[config.mk]
export PLATFORM = sky130hd
export DESIGN_NAME = opfetch_supervisor
export DESIGN_NICKNAME = d
export VERILOG_FILES = /design/src/rtl/ofs_pkg.sv /design/src/rtl/ofs_opc_table.sv /design/src/rtl/ofs_fault_reg.sv /design/src/rtl/ofs_seq.sv /design/src/rtl/opfetch_supervisor.sv
export SDC_FILE = /design/constraint.sdc
export NUM_CORES = 1
export LEC_CHECK = 0
export BUFFER_PORTS_ARGS = -buffer_cell sky130_fd_sc_hd__buf_2
export CAP_MARGIN = 20
export CORE_MARGIN = 8
export CORE_UTILIZATION = 40
export DETAILED_ROUTE_END_ITERATION = 10
export PLACE_DENSITY_LB_ADDON = 0.15
export SLEW_MARGIN = 20
export SYNTH_ARGS = -nofsm -noshare
export SYNTH_HDL_FRONTEND = slang
export SYNTH_SLANG_ARGS = --single-unit
[constraint.sdc]
create_clock -name clk -period 2.6 [get_ports clk]
set_input_delay 0.39 -clock clk [delete_from_list [all_inputs] [get_ports clk]]
set_output_delay 0.39 -clock clk [all_outputs]
set_load 0.01 [all_outputs]
[src/rtl/ofs_pkg.sv]
package ofs_pkg;
  localparam int OPC_W = 8;
  localparam int OPC_N = 1 << OPC_W;
  localparam logic [OPC_W-1:0] BRK_OPC = 8'h00;
  localparam logic [OPC_W-1:0] RTI_OPC = 8'h40;
  localparam logic [OPC_W-1:0] RTS_OPC = 8'h60;
  localparam logic [OPC_W-1:0] STI_OPC = 8'h89;
  localparam int FLAG_USER_BIT = 0;

  // bit 0 invalid, bit 1 one-byte, bit 2 read-modify-write
  typedef struct packed {
    logic rmw;
    logic one_byte;
    logic invalid;
  } opc_class_t;

  typedef enum logic [1:0] {CHK_IDLE, CHK_SKIP, CHK_CMP} chk_st_t;

  function automatic opc_class_t classify(input logic [OPC_W-1:0] op);
    logic [2:0] aaa;
    logic [2:0] bbb;
    logic [1:0] cc;
    logic       ok;
    opc_class_t c;
    aaa = op[7:5];
    bbb = op[4:2];
    cc  = op[1:0];
    ok  = 1'b0;
    case (cc)
      2'b01: ok = (op != STI_OPC);
      2'b10: begin
        case (bbb)
          3'd0:    ok = (aaa == 3'd5);
          3'd4:    ok = 1'b0;
          3'd6:    ok = (aaa == 3'd4) || (aaa == 3'd5);
          3'd7:    ok = (aaa != 3'd4);
          default: ok = 1'b1;
        endcase
      end
      2'b00: begin
        case (bbb)
          3'd0:    ok = (aaa != 3'd4);
          3'd1:    ok = (aaa == 3'd1) || (aaa >= 3'd4);
          3'd3:    ok = (aaa != 3'd0);
          3'd5:    ok = (aaa == 3'd4) || (aaa == 3'd5);
          3'd7:    ok = (aaa == 3'd5);
          default: ok = 1'b1;
        endcase
      end
      default: ok = 1'b0;
    endcase
    c.invalid  = ~ok;
    c.one_byte = ok && (((cc == 2'b00 || cc == 2'b10) && (bbb == 3'd2 || bbb == 3'd6))
                        || (op == RTS_OPC));
    c.rmw      = ok && (cc == 2'b10) && bbb[0] && (aaa != 3'd4) && (aaa != 3'd5);
    return c;
  endfunction
endpackage

[src/rtl/ofs_opc_table.sv]
module ofs_opc_table
  import ofs_pkg::*;
(
  input  logic [OPC_W-1:0] opc,
  output opc_class_t       cls
);
  opc_class_t tbl [OPC_N];

  for (genvar i = 0; i < OPC_N; i++) begin : g_tbl
    assign tbl[i] = classify(OPC_W'(i));
  end

  assign cls = tbl[opc];
endmodule

[src/rtl/ofs_fault_reg.sv]
module ofs_fault_reg
  import ofs_pkg::*;
#(
  parameter int AW = 16
) (
  input  logic             clk,
  input  logic             rst_n,
  input  logic             set,
  input  logic             clr,
  input  logic [OPC_W-1:0] opc_in,
  input  logic [AW-1:0]    addr_in,
  output logic             vld,
  output logic [OPC_W-1:0] opc,
  output logic [AW-1:0]    addr
);
  logic             vld_q, vld_d;
  logic [OPC_W-1:0] opc_q, opc_d;
  logic [AW-1:0]    addr_q, addr_d;
  logic             en;

  assign en = set | clr;

  always_comb begin
    vld_d  = vld_q;
    opc_d  = opc_q;
    addr_d = addr_q;
    if (set && (!vld_q || clr)) begin
      vld_d  = 1'b1;
      opc_d  = opc_in;
      addr_d = addr_in;
    end else if (clr) begin
      vld_d = 1'b0;
    end
  end

  always_ff @(posedge clk or negedge rst_n) begin
    if (!rst_n) begin
      vld_q  <= 1'b0;
      opc_q  <= '0;
      addr_q <= '0;
    end else if (en) begin
      vld_q  <= vld_d;
      opc_q  <= opc_d;
      addr_q <= addr_d;
    end
  end

  assign vld  = vld_q;
  assign opc  = opc_q;
  assign addr = addr_q;
endmodule

[src/rtl/ofs_seq.sv]
module ofs_seq
  import ofs_pkg::*;
#(
  parameter int AW = 16
) (
  input  logic             clk,
  input  logic             rst_n,
  input  logic             cyc_vld,
  input  logic             sync,
  input  logic             rw,
  input  logic [AW-1:0]    addr,
  input  logic [OPC_W-1:0] mem_data,
  input  opc_class_t       cls,
  output logic             mem_skip,
  output logic             pf_req,
  output logic [AW-1:0]    pf_addr,
  output logic             sup_mode,
  output logic             irq_entry,
  output logic [OPC_W-1:0] map_flags
);
  chk_st_t          chk_q, chk_d;
  logic [AW-1:0]    exp_q, exp_d;
  logic             rti_q, rti_d;
  logic             dummy_q, dummy_d;
  logic [AW-1:0]    pf_q, pf_d;
  logic             rmw_q, rmw_d;
  logic             sup_q, sup_d;
  logic             irq_q, irq_d;
  logic [OPC_W-1:0] flg_q, flg_d;
  logic             fetch;
  logic             detect;
  logic [AW-1:0]    next_addr;

  assign fetch     = cyc_vld & sync & rw;
  assign next_addr = addr + AW'(1);

  always_comb begin
    chk_d   = chk_q;
    exp_d   = exp_q;
    rti_d   = rti_q;
    dummy_d = dummy_q;
    pf_d    = pf_q;
    rmw_d   = rmw_q;
    sup_d   = sup_q;
    flg_d   = flg_q;
    irq_d   = 1'b0;
    detect  = 1'b0;
    if (cyc_vld) begin
      dummy_d = 1'b0;
      if (!rw) rmw_d = 1'b0;
      case (chk_q)
        CHK_SKIP: chk_d = CHK_CMP;
        CHK_CMP: begin
          chk_d = CHK_IDLE;
          rti_d = 1'b0;
          if (addr != exp_q) begin
            detect = 1'b1;
          end else if (rti_q && rw) begin
            flg_d = mem_data;
            if (mem_data[FLAG_USER_BIT]) sup_d = 1'b0;
          end
        end
        default: chk_d = chk_q;
      endcase
      if (detect) begin
        sup_d = 1'b1;
        irq_d = 1'b1;
      end
      if (fetch) begin
        rmw_d = 1'b0;
        if (cls.invalid) begin
          sup_d = 1'b1;
          chk_d = CHK_IDLE;
          rti_d = 1'b0;
        end else begin
          chk_d   = cls.one_byte ? CHK_SKIP : CHK_CMP;
          exp_d   = next_addr;
          rti_d   = (mem_data == RTI_OPC);
          dummy_d = cls.one_byte;
          pf_d    = next_addr;
          rmw_d   = cls.rmw;
        end
      end
    end
  end

  always_ff @(posedge clk or negedge rst_n) begin
    if (!rst_n) begin
      chk_q   <= CHK_IDLE;
      exp_q   <= '0;
      rti_q   <= 1'b0;
      dummy_q <= 1'b0;
      pf_q    <= '0;
      rmw_q   <= 1'b0;
      sup_q   <= 1'b1;
      flg_q   <= '0;
    end else if (cyc_vld) begin
      chk_q   <= chk_d;
      exp_q   <= exp_d;
      rti_q   <= rti_d;
      dummy_q <= dummy_d;
      pf_q    <= pf_d;
      rmw_q   <= rmw_d;
      sup_q   <= sup_d;
      flg_q   <= flg_d;
    end
  end

  always_ff @(posedge clk or negedge rst_n) begin
    if (!rst_n) irq_q <= 1'b0;
    else        irq_q <= irq_d;
  end

  assign mem_skip  = dummy_q | (rmw_q & ~rw);
  assign pf_req    = dummy_q;
  assign pf_addr   = pf_q;
  assign sup_mode  = sup_q;
  assign irq_entry = irq_q;
  assign map_flags = flg_q;
endmodule

[src/rtl/opfetch_supervisor.sv]
module opfetch_supervisor
  import ofs_pkg::*;
#(
  parameter int AW = 16
) (
  input  logic             clk,
  input  logic             rst_n,
  input  logic             cyc_vld,
  input  logic             sync,
  input  logic             rw,
  input  logic [AW-1:0]    addr,
  input  logic [OPC_W-1:0] mem_data,
  input  logic             fault_clr,
  output logic [OPC_W-1:0] cpu_data,
  output logic             clk_hold,
  output logic             mem_skip,
  output logic             pf_req,
  output logic [AW-1:0]    pf_addr,
  output logic             sup_mode,
  output logic             irq_entry,
  output logic [OPC_W-1:0] map_flags,
  output logic             fault_vld,
  output logic [OPC_W-1:0] fault_opc,
  output logic [AW-1:0]    fault_addr
);
  logic       rst_s1, rst_s2;
  opc_class_t cls;
  logic       subst;

  always_ff @(posedge clk or negedge rst_n) begin
    if (!rst_n) begin
      rst_s1 <= 1'b0;
      rst_s2 <= 1'b0;
    end else begin
      rst_s1 <= 1'b1;
      rst_s2 <= rst_s1;
    end
  end

  ofs_opc_table u_tbl (
    .opc (mem_data),
    .cls (cls)
  );

  assign subst    = sync & rw & cls.invalid;
  assign cpu_data = subst ? BRK_OPC : mem_data;
  assign clk_hold = subst;

  ofs_seq #(.AW(AW)) u_seq (
    .clk       (clk),
    .rst_n     (rst_s2),
    .cyc_vld   (cyc_vld),
    .sync      (sync),
    .rw        (rw),
    .addr      (addr),
    .mem_data  (mem_data),
    .cls       (cls),
    .mem_skip  (mem_skip),
    .pf_req    (pf_req),
    .pf_addr   (pf_addr),
    .sup_mode  (sup_mode),
    .irq_entry (irq_entry),
    .map_flags (map_flags)
  );

  ofs_fault_reg #(.AW(AW)) u_fault (
    .clk     (clk),
    .rst_n   (rst_s2),
    .set     (cyc_vld & subst),
    .clr     (fault_clr),
    .opc_in  (mem_data),
    .addr_in (addr),
    .vld     (fault_vld),
    .opc     (fault_opc),
    .addr    (fault_addr)
  );
endmodule

* After elaboration in Yosys (flattened, before gate mapping) *
Memories as Yosys holds them, arrays and structs flattened.
Index checks and enable logic that the tools add are counted.
W data, S select, Z words.

word-level totals
  register bits after elaboration = 58
  memory bits (read-only) = 768
  input port bits = 30
  output and inout port bits = 62
  logic and storage cells = 76
  memories kept = 1

cells by class
  $add $sub $neg = 1
  order comparisons = 1
  equal/unequal tests = 5
  muxes and demuxes = 29
  bitwise gates (word level) = 12
  reductions and logical operators = 14

memory list
  name              depth  width  rd ports  clocked after Yosys merged registers in  write ports  RTL line             text
  (name not given)  256    3      1         0                                        0            ofs_opc_table.sv:13  assign cls = tbl[opc];

operator list
  operator                 number
  $mux W1                  22
  $add A16 B1 Y16 const B  1
  $ne A16 B16 Y1           1
  $reduce_and A2 Y1        5
  $ge A9 B9 Y1 const B     1
  $not A8 Y9               1
  $eq A8 B7 Y1 const B     1
  $mux W8                  1
  $and A1 B1 Y1            6
  $mux W2                  3
  $mux W3                  2
  $pmux W2 S2              1
  $reduce_and A4 Y1        1
  $reduce_bool A2 Y1       2
  $not A1 Y1               3
  $reduce_and A3 Y1        1
  $reduce_bool A3 Y1       1
  $eq A2 B1 Y1 const B     1
  $eq A2 B2 Y1 const B     1
  $logic_and A1 B1 Y1      2
  $ne A2 B1 Y1 const B     1
  $or A1 B1 Y1             2
  $logic_not A1 Y1         1
  $logic_or A1 B1 Y1       1

* Logic depth before layout (Yosys ltp) *
Gate-level depths: netlist of the first run.

  word-level depth = 9
  gate-level depth with buffers = 11

* Modules after synthesis *
A second synthesis of the first run with hierarchy kept.

unflattened totals
  cell total of the unflattened synthesis = 283
  area, all modules = 3175.5 µm²

by module, submodules not included
  module              times used  cells an instance  area each (µm²)
  ofs_seq             1           169                1682.9
  ofs_fault_reg       1           54                 1043.5
  ofs_opc_table       1           45                 324.1
  opfetch_supervisor  1           15                 125.1

* Worst setup path after synthesis of the first run *
No wires, ideal clock.

  path kind = input -> register
  from = input mem_data[0]
  to = register u_fault.addr_q[10], in the netlist u_fault.addr[10]
  data arrival time = 2134 ps
  data required time = 2475 ps
  slack = 341 ps
  stages on the path = 11
  buffers on the path = 3
  cell sequence = inv_1 -> ha_1 -> nor3b_1 -> a31oi_1 -> nand4_1 -> o21a_1 -> buf_2 -> o2111a_1 -> buf_6 -> buf_6 -> mux2_4

between the ends
  longest elaborated chain between the ends = 8

RTL lines
  element                                              RTL line                                  text
  start: declaration                                   opfetch_supervisor.sv:12                  input logic [OPC_W-1:0] mem_data,
  $not A8 Y9 (implied by the code) *                   ofs_opc_table.sv:13
  $mem_v2 Z256 W3 *                                    n/a
  $mux W3 (implied by the code) * (2 in series)        ofs_opc_table.sv:13
  $and A1 B1 Y1 *                                      opfetch_supervisor.sv:45                  assign subst = sync & rw & cls.invalid;
  $and A1 B1 Y1 *                                      opfetch_supervisor.sv:69                  .set (cyc_vld & subst),
  $or A1 B1 Y1 or $logic_and A1 B1 Y1 (tied branches)  ofs_fault_reg.sv:21, ofs_fault_reg.sv:27
  $reduce_and A2 Y1 (no line) *                        n/a
  end signal: assignment                               ofs_fault_reg.sv:44                       addr_q <= addr_d;
  end: declaration                                     ofs_fault_reg.sv:18                       logic [AW-1:0] addr_q, addr_d;

Every way passes the cells marked *; elsewhere a longest branch is shown, timed or not. The select of a mux whose other input is x is not followed.
A chain may end at the register's enable or synchronous reset.

* Worst setup path after layout of the first run *
  from = input mem_data[1]
  to = output cpu_data[0]

between the ends
  longest elaborated chain between the ends = 6

RTL lines
  element                                      RTL line                  text
  $not A8 Y9 (implied by the code)             ofs_opc_table.sv:13
  $mem_v2 Z256 W3                              n/a
  $mux W3 (implied by the code) (2 in series)  ofs_opc_table.sv:13
  $and A1 B1 Y1                                opfetch_supervisor.sv:45
  $mux W8                                      opfetch_supervisor.sv:46  assign cpu_data = subst ? BRK_OPC : mem_data;
  end: declaration                             opfetch_supervisor.sv:14  output logic [OPC_W-1:0] cpu_data,

No other way between the ends. The select of a mux whose other input is x is not followed.

==> metrics.csv, run 1 <==
metric,value,unit
cp_max_fo,8,
grt_start_max_net_pins,25,
cts_tree,yes,
cp-start-kind,primary input,
cts_sinks,58,
cts-htree-levels,3,
die-width,105,um
seqCellArea,0.00145,mm^2
vias_per_cell,4.97,
layout_commonest_cell,buf_2,
syn_to_final_growth,25.6,%
yosysTopAreaCell,dfrtp_1,
min_period,2.38,ns
grt_overflow_total,0,
ys.warnings.count,0,
synth.distinct_cells,49,
io_pins,92,
cts_buffers,9,
seq_area_frac_synth,0.456,
clkLatencyLatePin,0.34,ns
synthCells,275,
initial_core_util,0.412,
arrival,1.99,ns
critPathKind,in -> out,
synthTopCellsByArea,"dfrtp_1 45%, mux2_4 9.4%, xor2_1 5.2%",
postSynthNetCount,310,
setup_viol,0,
drive_above_1_share,0.410,
synth_edf_count,0,
die_height,105,um
hpwl,5950,um
outcome,finished clean,
fin_tns_setup,0,ns
grt_pass1_vias,2611,
period_share,0.917,
syn_area,0.00319,mm^2
grt_pass1_wl,13200,um
cts.path.max_buffers,2,
dpl-instance-area,0.00380,mm^2
drt_wl_total,7820,um
core_area,0.00773,mm^2
layout_common_cells,"91 x buf_2, 56 x dfrtp_1, 20 x mux2_4, 19 x xor2_1, 18 x nand2_1",
drv_cap,0,
vias,2410,
die_area,0.0111,mm^2
layout.nets,413,
maxSlewViolCount,0,
finalClockSkew,0.00791,ns
hold_viol_final,0,
grt.total_usage,0.148,
rows,32,
async_flop_share,1.00,
rsz0062_at_grt,no,
synth_top_area_share,0.448,
cts-root-buf,clkbuf_8,
wl_per_cell,16.1,um
dr.pass1.iters,4,
ir_drop,0.586,mV
power_density,736,mW/mm^2
design_area,0.00400,mm^2
p_leak,1.94,nW
clk_pin_slew,0.06,ns
drt_iter0_drc,81,
hold_path_class,reg -> async,
ant_nets,0,
multiInputGateArea,0.00162,mm^2
synth_ff_type,dfrtp_1,
cts_setup_buffers,0,
num_antenna_cells,0,
critPathRequiredTime,2.21,ns
syn-mean-instance-area,11.6,um^2
drc_errors,0,
end_kind,primary output,
ys_seq_elements,58,
portBuffers,91,
n_fill_cell,725,
gp_congestion,0.872,
grt_antenna_before_repair,0,
whs,0.194,ns
clock.fmax,0.419,GHz
-- registers in the layout (all words and copies together), names as in the netlist --
| name | cells |
|---|---|
| u_fault.addr | 16 |
| u_seq.pf_addr | 16 |
| u_fault.opc | 8 |
| u_seq.map_flags | 8 |
| u_seq.chk_q | 2 |
| rst_s1 | 1 |
| rst_s2 | 1 |
| u_fault.vld | 1 |
| u_seq.irq_entry | 1 |
| u_seq.pf_req | 1 |
| u_seq.rmw_q | 1 |
| u_seq.rti_q | 1 |
| u_seq.sup_mode | 1 |
-- timing repair --
item,CTS,global route
endpoints found under the hold margin,2,0
hold buffers,1,0
endpoints found under the setup margin,0,5
gates resized for setup,0,2
-- through the flow --
stage / total power [W] / instances / worst slack [ns] / utilization
after floorplan: 0.00178 / 275 / 0.341 / -
after global placement: 0.00214 / 468 / 0.168 / 0.492
after detailed placement: 0.00216 / 468 / 0.103 / 0.492
after CTS: 0.00300 / 485 / 0.146 / 0.517
after global routing: 0.00313 / 485 / 0.0279 / 0.518
final: 0.00294 / 485 / 0.216 / 0.518
-- Yosys cell counts (2+ instances only) --
cell type,count
buf_6,4
xnor2_1,11
nor4_1,4
nor3b_1,2
and3_1,5
nand2_1,19
inv_1,11
mux2i_1,2
xor2_1,19
ha_1,5
a21oi_1,3
mux2_4,20
clkbuf_1,3
nand3_1,8
dfrtp_1,57
mux2_1,12
buf_2,3
nor2_1,10
mux2_2,14
o21ai_0,14
nand4_1,5
o21a_1,6
a31oi_1,4
nor2b_1,9
-- worst max-delay path, cell delays in order --
cell and delay, ns:
buf_2 0.16, inv_1 0.10, ha_1 0.31, nor2b_1 0.06, o22ai_1 0.15, nand2_1 0.08
o21a_2 0.24, buf_4 0.16, a31oi_1 0.18, buf_2 0.16
-- path summary, 6_finish.rpt --
kind	start	end	slack (ns)	depth (start not counted)
worst max-delay path	mem_data[1]	cpu_data[0]	0.22	10
worst min-delay path	rst_s2	u_fault.addr[3]	0.19	0
worst max register to register	u_seq.pf_addr[11]	u_seq.map_flags[5]	0.66	6
worst min register to register	rst_s2	u_fault.addr[3]	0.19	0
max in group asynchronous	rst_s2	u_seq.sup_mode	1.70	1
min in group clk	fault_clr	u_fault.vld	0.28	2
-- kinds of logic (layout without fill, tap and decap cells) --
group	Yosys count	count (layout)	synth area share
AOI/OAI and AO/OA	43	43	0.0990
xor gates and xnor gates	30	30	0.0825
adders and majority gates	5	5	0.0196
buffers and inverters	22	130	0.0377
DFF	58	58	0.456
muxes	48	48	0.192
other	1	1	0.00118
and+or+nand+nor	68	68	0.112
-- power breakdown --
group / switching [W] / total (W) / internal [W]
clock: 0.000347 / 0.000814 / 0.000467
sequential: 0.000150 / 0.00126 / 0.00111
combinational: 0.000415 / 0.000867 / 0.000453
-- area by class of cell --
type                    instances  area share
flip-flops and latches         58       0.363
clock inverters                 3      0.0100
clock buffers                  13      0.0372
repair buffers                103       0.143
well taps                     102      0.0319
multi-input cells             195       0.404
inverters                      11      0.0103
-- routing by layer --
metal / global-route usage / wire length, um / up-vias
li1: - / - / 1177
met1: 0.183 / 3650 / 1161
met2: 0.235 / 3640 / 61
met3: 0.0457 / 402 / 11
met4: 0.0581 / 119 / 0
met5: 0 / 0 / -
Power figures use the tool's default switching activity.
==> run 2, diff against run 1 <==
Settings changed: CORE_ASPECT_RATIO from default to 1.2.
==> metrics.csv, run 2 (synthesis gave the netlist of run 1 again) <==
metric,value,unit
cts_buffers,9,
fin_util,0.520,
vias_per_cell,5.31,
drt_wl_total,8300,um
cts_tree,yes,
rows,35,
hold_path_class,in -> reg,
setup_viol,0,
cts_setup_buffers,0,
cp_max_fo,8,
dpl.cell_count,458,
dr.pass1.iters,4,
power_density,758,mW/mm^2
period_share,0.949,
syn_to_final_growth,25.8,%
drv_cap,0,
core_area,0.00771,mm^2
arrival,2.08,ns
worstSetupPathDepth,10,
die_height,114,um
hpwl,6320,um
grt_pass1_vias,2648,
grt_antenna_before_repair,0,
maxSlewViolCount,0,
timing.rr.start,u_seq.pf_addr[5],
vias,2523,
clock.fmax,0.405,GHz
total_power,0.00304,W
end_kind,primary output,
slew_headroom,0.397,
max_slew.worst_pin.slew,0.905,ns
cpPeakStageDelay,0.33,ns
initial_core_util,0.413,
critPathRequiredTime,2.21,ns
p_leak,1.95,nW
grt_start_max_net_pins,42,
ant_nets,0,
outcome,finished clean,
num_antenna_cells,0,
grt_pass1_wl,13400,um
cts-resized-gates,0,
min_period,2.47,ns
cp_top_family,compound AO/OA/AOI/OAI gates,
hold_path.startpoint,fault_clr,
critPathKind,in -> out,
r2r_end,u_seq.map_flags[3],
portBuffers,91,
clk_pin_slew,0.07,ns
grt.total_usage,0.151,
rrSetupSlack,0.65,ns
cp-startpoint,mem_data[0],
gp_congestion,0.875,
wl_per_cell,17.5,um
cts_sinks,58,
fin_tns_setup,0,ns
crit_slowest_cell,ha_1,
clkLatencyLatePin,0.33,ns
critical_path_buf_inv_count,3,
crit_chain,buf_2 > inv_1 > ha_1 > nor2b_1 > o21ai_0 > nand4_1 > o21a_1 > nand2_1 > o21a_1 > buf_2,
finalClockSkew,0.00609,ns
fin_cells,475,
ir_drop,0.491,mV
rsz0062_at_grt,no,
drive_above_1_share,0.413,
drt_iter0_drc,71,
layout_commonest_cell,buf_2,
cp-start-kind,primary input,
r2r_cells,6,
cts.path.max_buffers,2,
cts-htree-levels,3,
layout.nets,413,
cts-root-buf,clkbuf_8,
crit_path_end,cpu_data[7],
layout_common_cells,"91 x buf_2, 56 x dfrtp_1, 20 x mux2_4, 19 x nand2_1, 19 x xor2_1",
die_area,0.0111,mm^2
n_fill_cell,718,
io_pins,92,
die-width,97.5,um
hold_viol_final,0,
drc_errors,0,
grt_overflow_total,0,
postCtsHoldBufs,1,
==> run 2: cell types whose count changed in the layout (fill, tap and decap cells not counted), sizes merged <==
cell,previous run,this run
clkinvlp,0,1
clkbuf,13,10
bufinv,1,2
clkinv,2,3
==> run 2: cell type report <==
type	count	area [um^2]	share of cell area
multi-input combinational	195	1610	0.403
tap	92	115	0.0287
timing repair buffer	103	573	0.143
clock inverter	6	82.6	0.0206
clock buffer	10	128	0.0318
inverter	11	41.3	0.0103
sequential	58	1450	0.363
==> run 2: worst reg2reg max path, cell delays in order, from the launching register on <==
cell and delay (ns):
dfrtp_1 0.42, xor2_1 0.16, nor4_1 0.33, nand4_1 0.24, nor2_1 0.16, buf_4 0.19
mux2_2 0.35
==> run 2: how the worst min path moves through the flow <==
| stage | endpoint | cells past startpoint |
|---|---|---|
| CTS | u_fault.vld | 2 |
| detailed placement | rst_s1 | 1 |
| global placement | rst_s1 | 1 |
| floorplan | rst_s1 | 0 |
| finish | u_fault.vld | 2 |
| global route | u_fault.vld | 2 |
==> run 2: per-stage QoR <==
step	hold WS, ns	setup WS [ns]	cell area (um^2)
after global routing	0.258	0.0172	4010
after floorplan	0.0944	0.341	3190
after CTS	0.254	0.156	4010
after global placement	0.176	0.168	3790
final	0.271	0.133	4010
after detailed placement	0.178	0.135	3790
==> run 2: where the power goes <==
part           internal (W)  switching, W  leakage, nW
logic              0.000452      0.000417         1.13
registers           0.00111      0.000149        0.718
clock network      0.000535      0.000372        0.106
==> run 2: layer usage <==
metal,global-route usage,share of wire
met5,0,0
met4,0.0668,0.021
met3,0.0532,0.066
met2,0.252,0.49
met1,0.172,0.43
==> run 3, diff against run 2 <==
Settings changed: SETUP_SLACK_MARGIN from default to 0.05, SYNTH_HIERARCHICAL from default to 1.
==> metrics.csv, run 3 <==
metric,value,unit
vias,2540,
met1_length,3490,um
critPathKind,in -> out,
drt_wl_total,8340,um
cts.path.max_buffers,2,
clkPwrFrac,0.275,
layout.nets,420,
synth.distinct_cells,52,
vias_per_cell,5.26,
hold_path_class,reg -> async,
async_flop_share,1.00,
p_sw_frac,0.328,
grt_antenna_before_repair,0,
outcome,finished clean,
portBuffers,91,
drv_cap,0,
seq_power_share,0.439,
syn-mean-instance-area,11.2,um^2
cts_sinks,58,
cp_max_fo,9,
p_int,0.00186,W
die-width,97.3,um
core_area,0.00771,mm^2
fin_util,0.512,
clkLatencyLatePin,0.34,ns
drt_iter0_drc,71,
critPathRequiredTime,2.21,ns
hold_viol_final,0,
grt.total_usage,0.153,
cts_buffers,9,
power_density,703,mW/mm^2
grt_start_max_net_pins,30,
worst_slack,0.130,ns
syn_to_final_growth,24.2,%
ir_drop,0.381,mV
whs,0.122,ns
die_area,0.0111,mm^2
ys_seq_elements,58,
num_antenna_cells,0,
synth_top_area_share,0.449,
setup_viol,0,
clock.fmax,0.405,GHz
drive_above_1_share,0.417,
cts_tree,yes,
synthTopCellsByArea,"dfrtp_1 45%, mux2_4 13%, xnor2_1 7.2%",
place_ws,-0.0681,ns
layout_commonest_cell,buf_2,
dr_wl_met2,4160,um
clk_pin_slew,0.07,ns
cts-htree-levels,3,
ys.warnings.count,6,
p_leak,1.98,nW
grt_overflow_total,0,
seq_area_frac_synth,0.457,
yosys-top-cells-count,"57 x dfrtp_1, 29 x nand2_1, 28 x mux2_4, 26 x xnor2_1, 22 x o21ai_0",
pwr-share-comb,0.286,
io_pins,92,
grt_pass1_wl,13800,um
gp_congestion,0.824,
initial_core_util,0.412,
dpl.cell_count,465,
rsz0062_at_grt,no,
wl_per_cell,17.3,um
period_share,0.950,
highest_layer,met4,
yosysTopAreaCell,dfrtp_1,
ant_nets,0,
yosysMostFrequentCell,dfrtp_1,
cp-start-kind,primary input,
total_power,0.00277,W
die_height,114,um
postSynthNetCount,317,
rows,35,
min_period,2.47,ns
layout_common_cells,"91 x buf_2, 56 x dfrtp_1, 28 x mux2_4, 28 x nand2_1, 26 x xnor2_1",
dr.pass1.iters,4,
synth_ff_type,dfrtp_1,
drc_errors,0,
p_switching,0.000908,W
grt_pass1_vias,2667,
fin_cells,483,
cts-root-buf,clkbuf_8,
synth_edf_count,0,
hpwl,6160,um
arrival,2.08,ns
wl_met3,598,um
maxSlewViolCount,0,
end_kind,primary output,
syn_area,0.00318,mm^2
synthCells,283,
finalClockSkew,0.0111,ns
==> run 3: changes by cell type after synthesis, moves of 8 or more <==
| cell | before | now |
|---|---|---|
| xnor2_1 | 11 | 26 |
| nor2b_1 | 9 | 0 |
| mux2_4 | 20 | 28 |
| mux2_1 | 12 | 1 |
| mux2_2 | 14 | 4 |
| xor2_1 | 19 | 4 |
| o21ai_0 | 14 | 22 |
| nand2_1 | 19 | 29 |
==> run 3: power groups by stage <==
stage | Sequential [W] | Clock [W] | Combinational, W
global placement | 0.00123 | 0 | 0.000788
global route | 0.00124 | 0.000817 | 0.000868
CTS | 0.00122 | 0.000785 | 0.000801
finish | 0.00122 | 0.000763 | 0.000792
floorplan | 0.00131 | 0 | 0.000368
detailed placement | 0.00123 | 0 | 0.000798
==> run 3: final cells by class <==
type | count | area (um^2)
Sequential cell | 58 | 1450
Inverter | 11 | 41.3
Fill cell | 752 | 3760
Tap cell | 92 | 115
Clock buffer | 11 | 141
Multi-Input combinational cell | 205 | 1610
Timing Repair Buffer | 101 | 546
Clock inverter | 5 | 40.0
==> run 3: per-stage QoR <==
| step | TNS, ns | cell area [um^2] |
|---|---|---|
| floorplan | 0 | 3180 |
| global placement | -1.12 | 3730 |
| finish | 0 | 3950 |
| global route | 0 | 3950 |
| detailed placement | -1.38 | 3730 |
| CTS | 0 | 3920 |
==> run 3: final timing paths <==
path,start,end,slack (ns),depth (start not counted)
worst max register to register,u_seq/pf_addr[13],u_seq/map_flags[7],0.71,5
worst max-delay path,mem_data[0],cpu_data[2],0.13,11
max in group asynchronous,rst_s2,u_seq/sup_mode,1.85,1
worst min register to register,rst_s2,u_fault/addr[12],0.12,0
worst min-delay path,rst_s2,u_fault/addr[12],0.12,0
min in group clk,addr[0],u_seq/pf_addr[0],0.34,2
==> run 3: logic make-up after synthesis <==
| family | share of synthesized area |
|---|---|
| flip-flops | 0.457 |
| XOR/XNOR | 0.0827 |
| AND/OR/NAND/NOR | 0.165 |
| AO/OA/AOI/OAI | 0.0741 |
| other | 0.00118 |
| buffers and inverters | 0.0410 |
| adder cells (fa/ha/maj) | 0.0158 |
| multiplexers | 0.163 |
==> run 3: worst max-delay path, cell delays in order <==
cell      delay (ns)
buf_2           0.13
buf_4           0.16
or2b_1          0.16
o21ai_0         0.10
a31oi_1         0.25
o221ai_2        0.13
a21oi_2         0.19
nand3_2         0.10
buf_4           0.17
and2_1          0.15
buf_2           0.13
==> run 3: layer usage <==
metal / global-route usage / vias up
li1: - / 1194
met1: 0.178 / 1240
met2: 0.254 / 95
met3: 0.0490 / 11
met4: 0.0678 / 0
met5: 0 / -
==> run 3: repair_timing <==
item                                    in CTS  in global routing
hold endpoints to repair                     2                  0
endpoints found under the setup margin       0                  9
resized for setup                            0                  5
hold buffers                                 1                  0
setup buffers                                0                  1
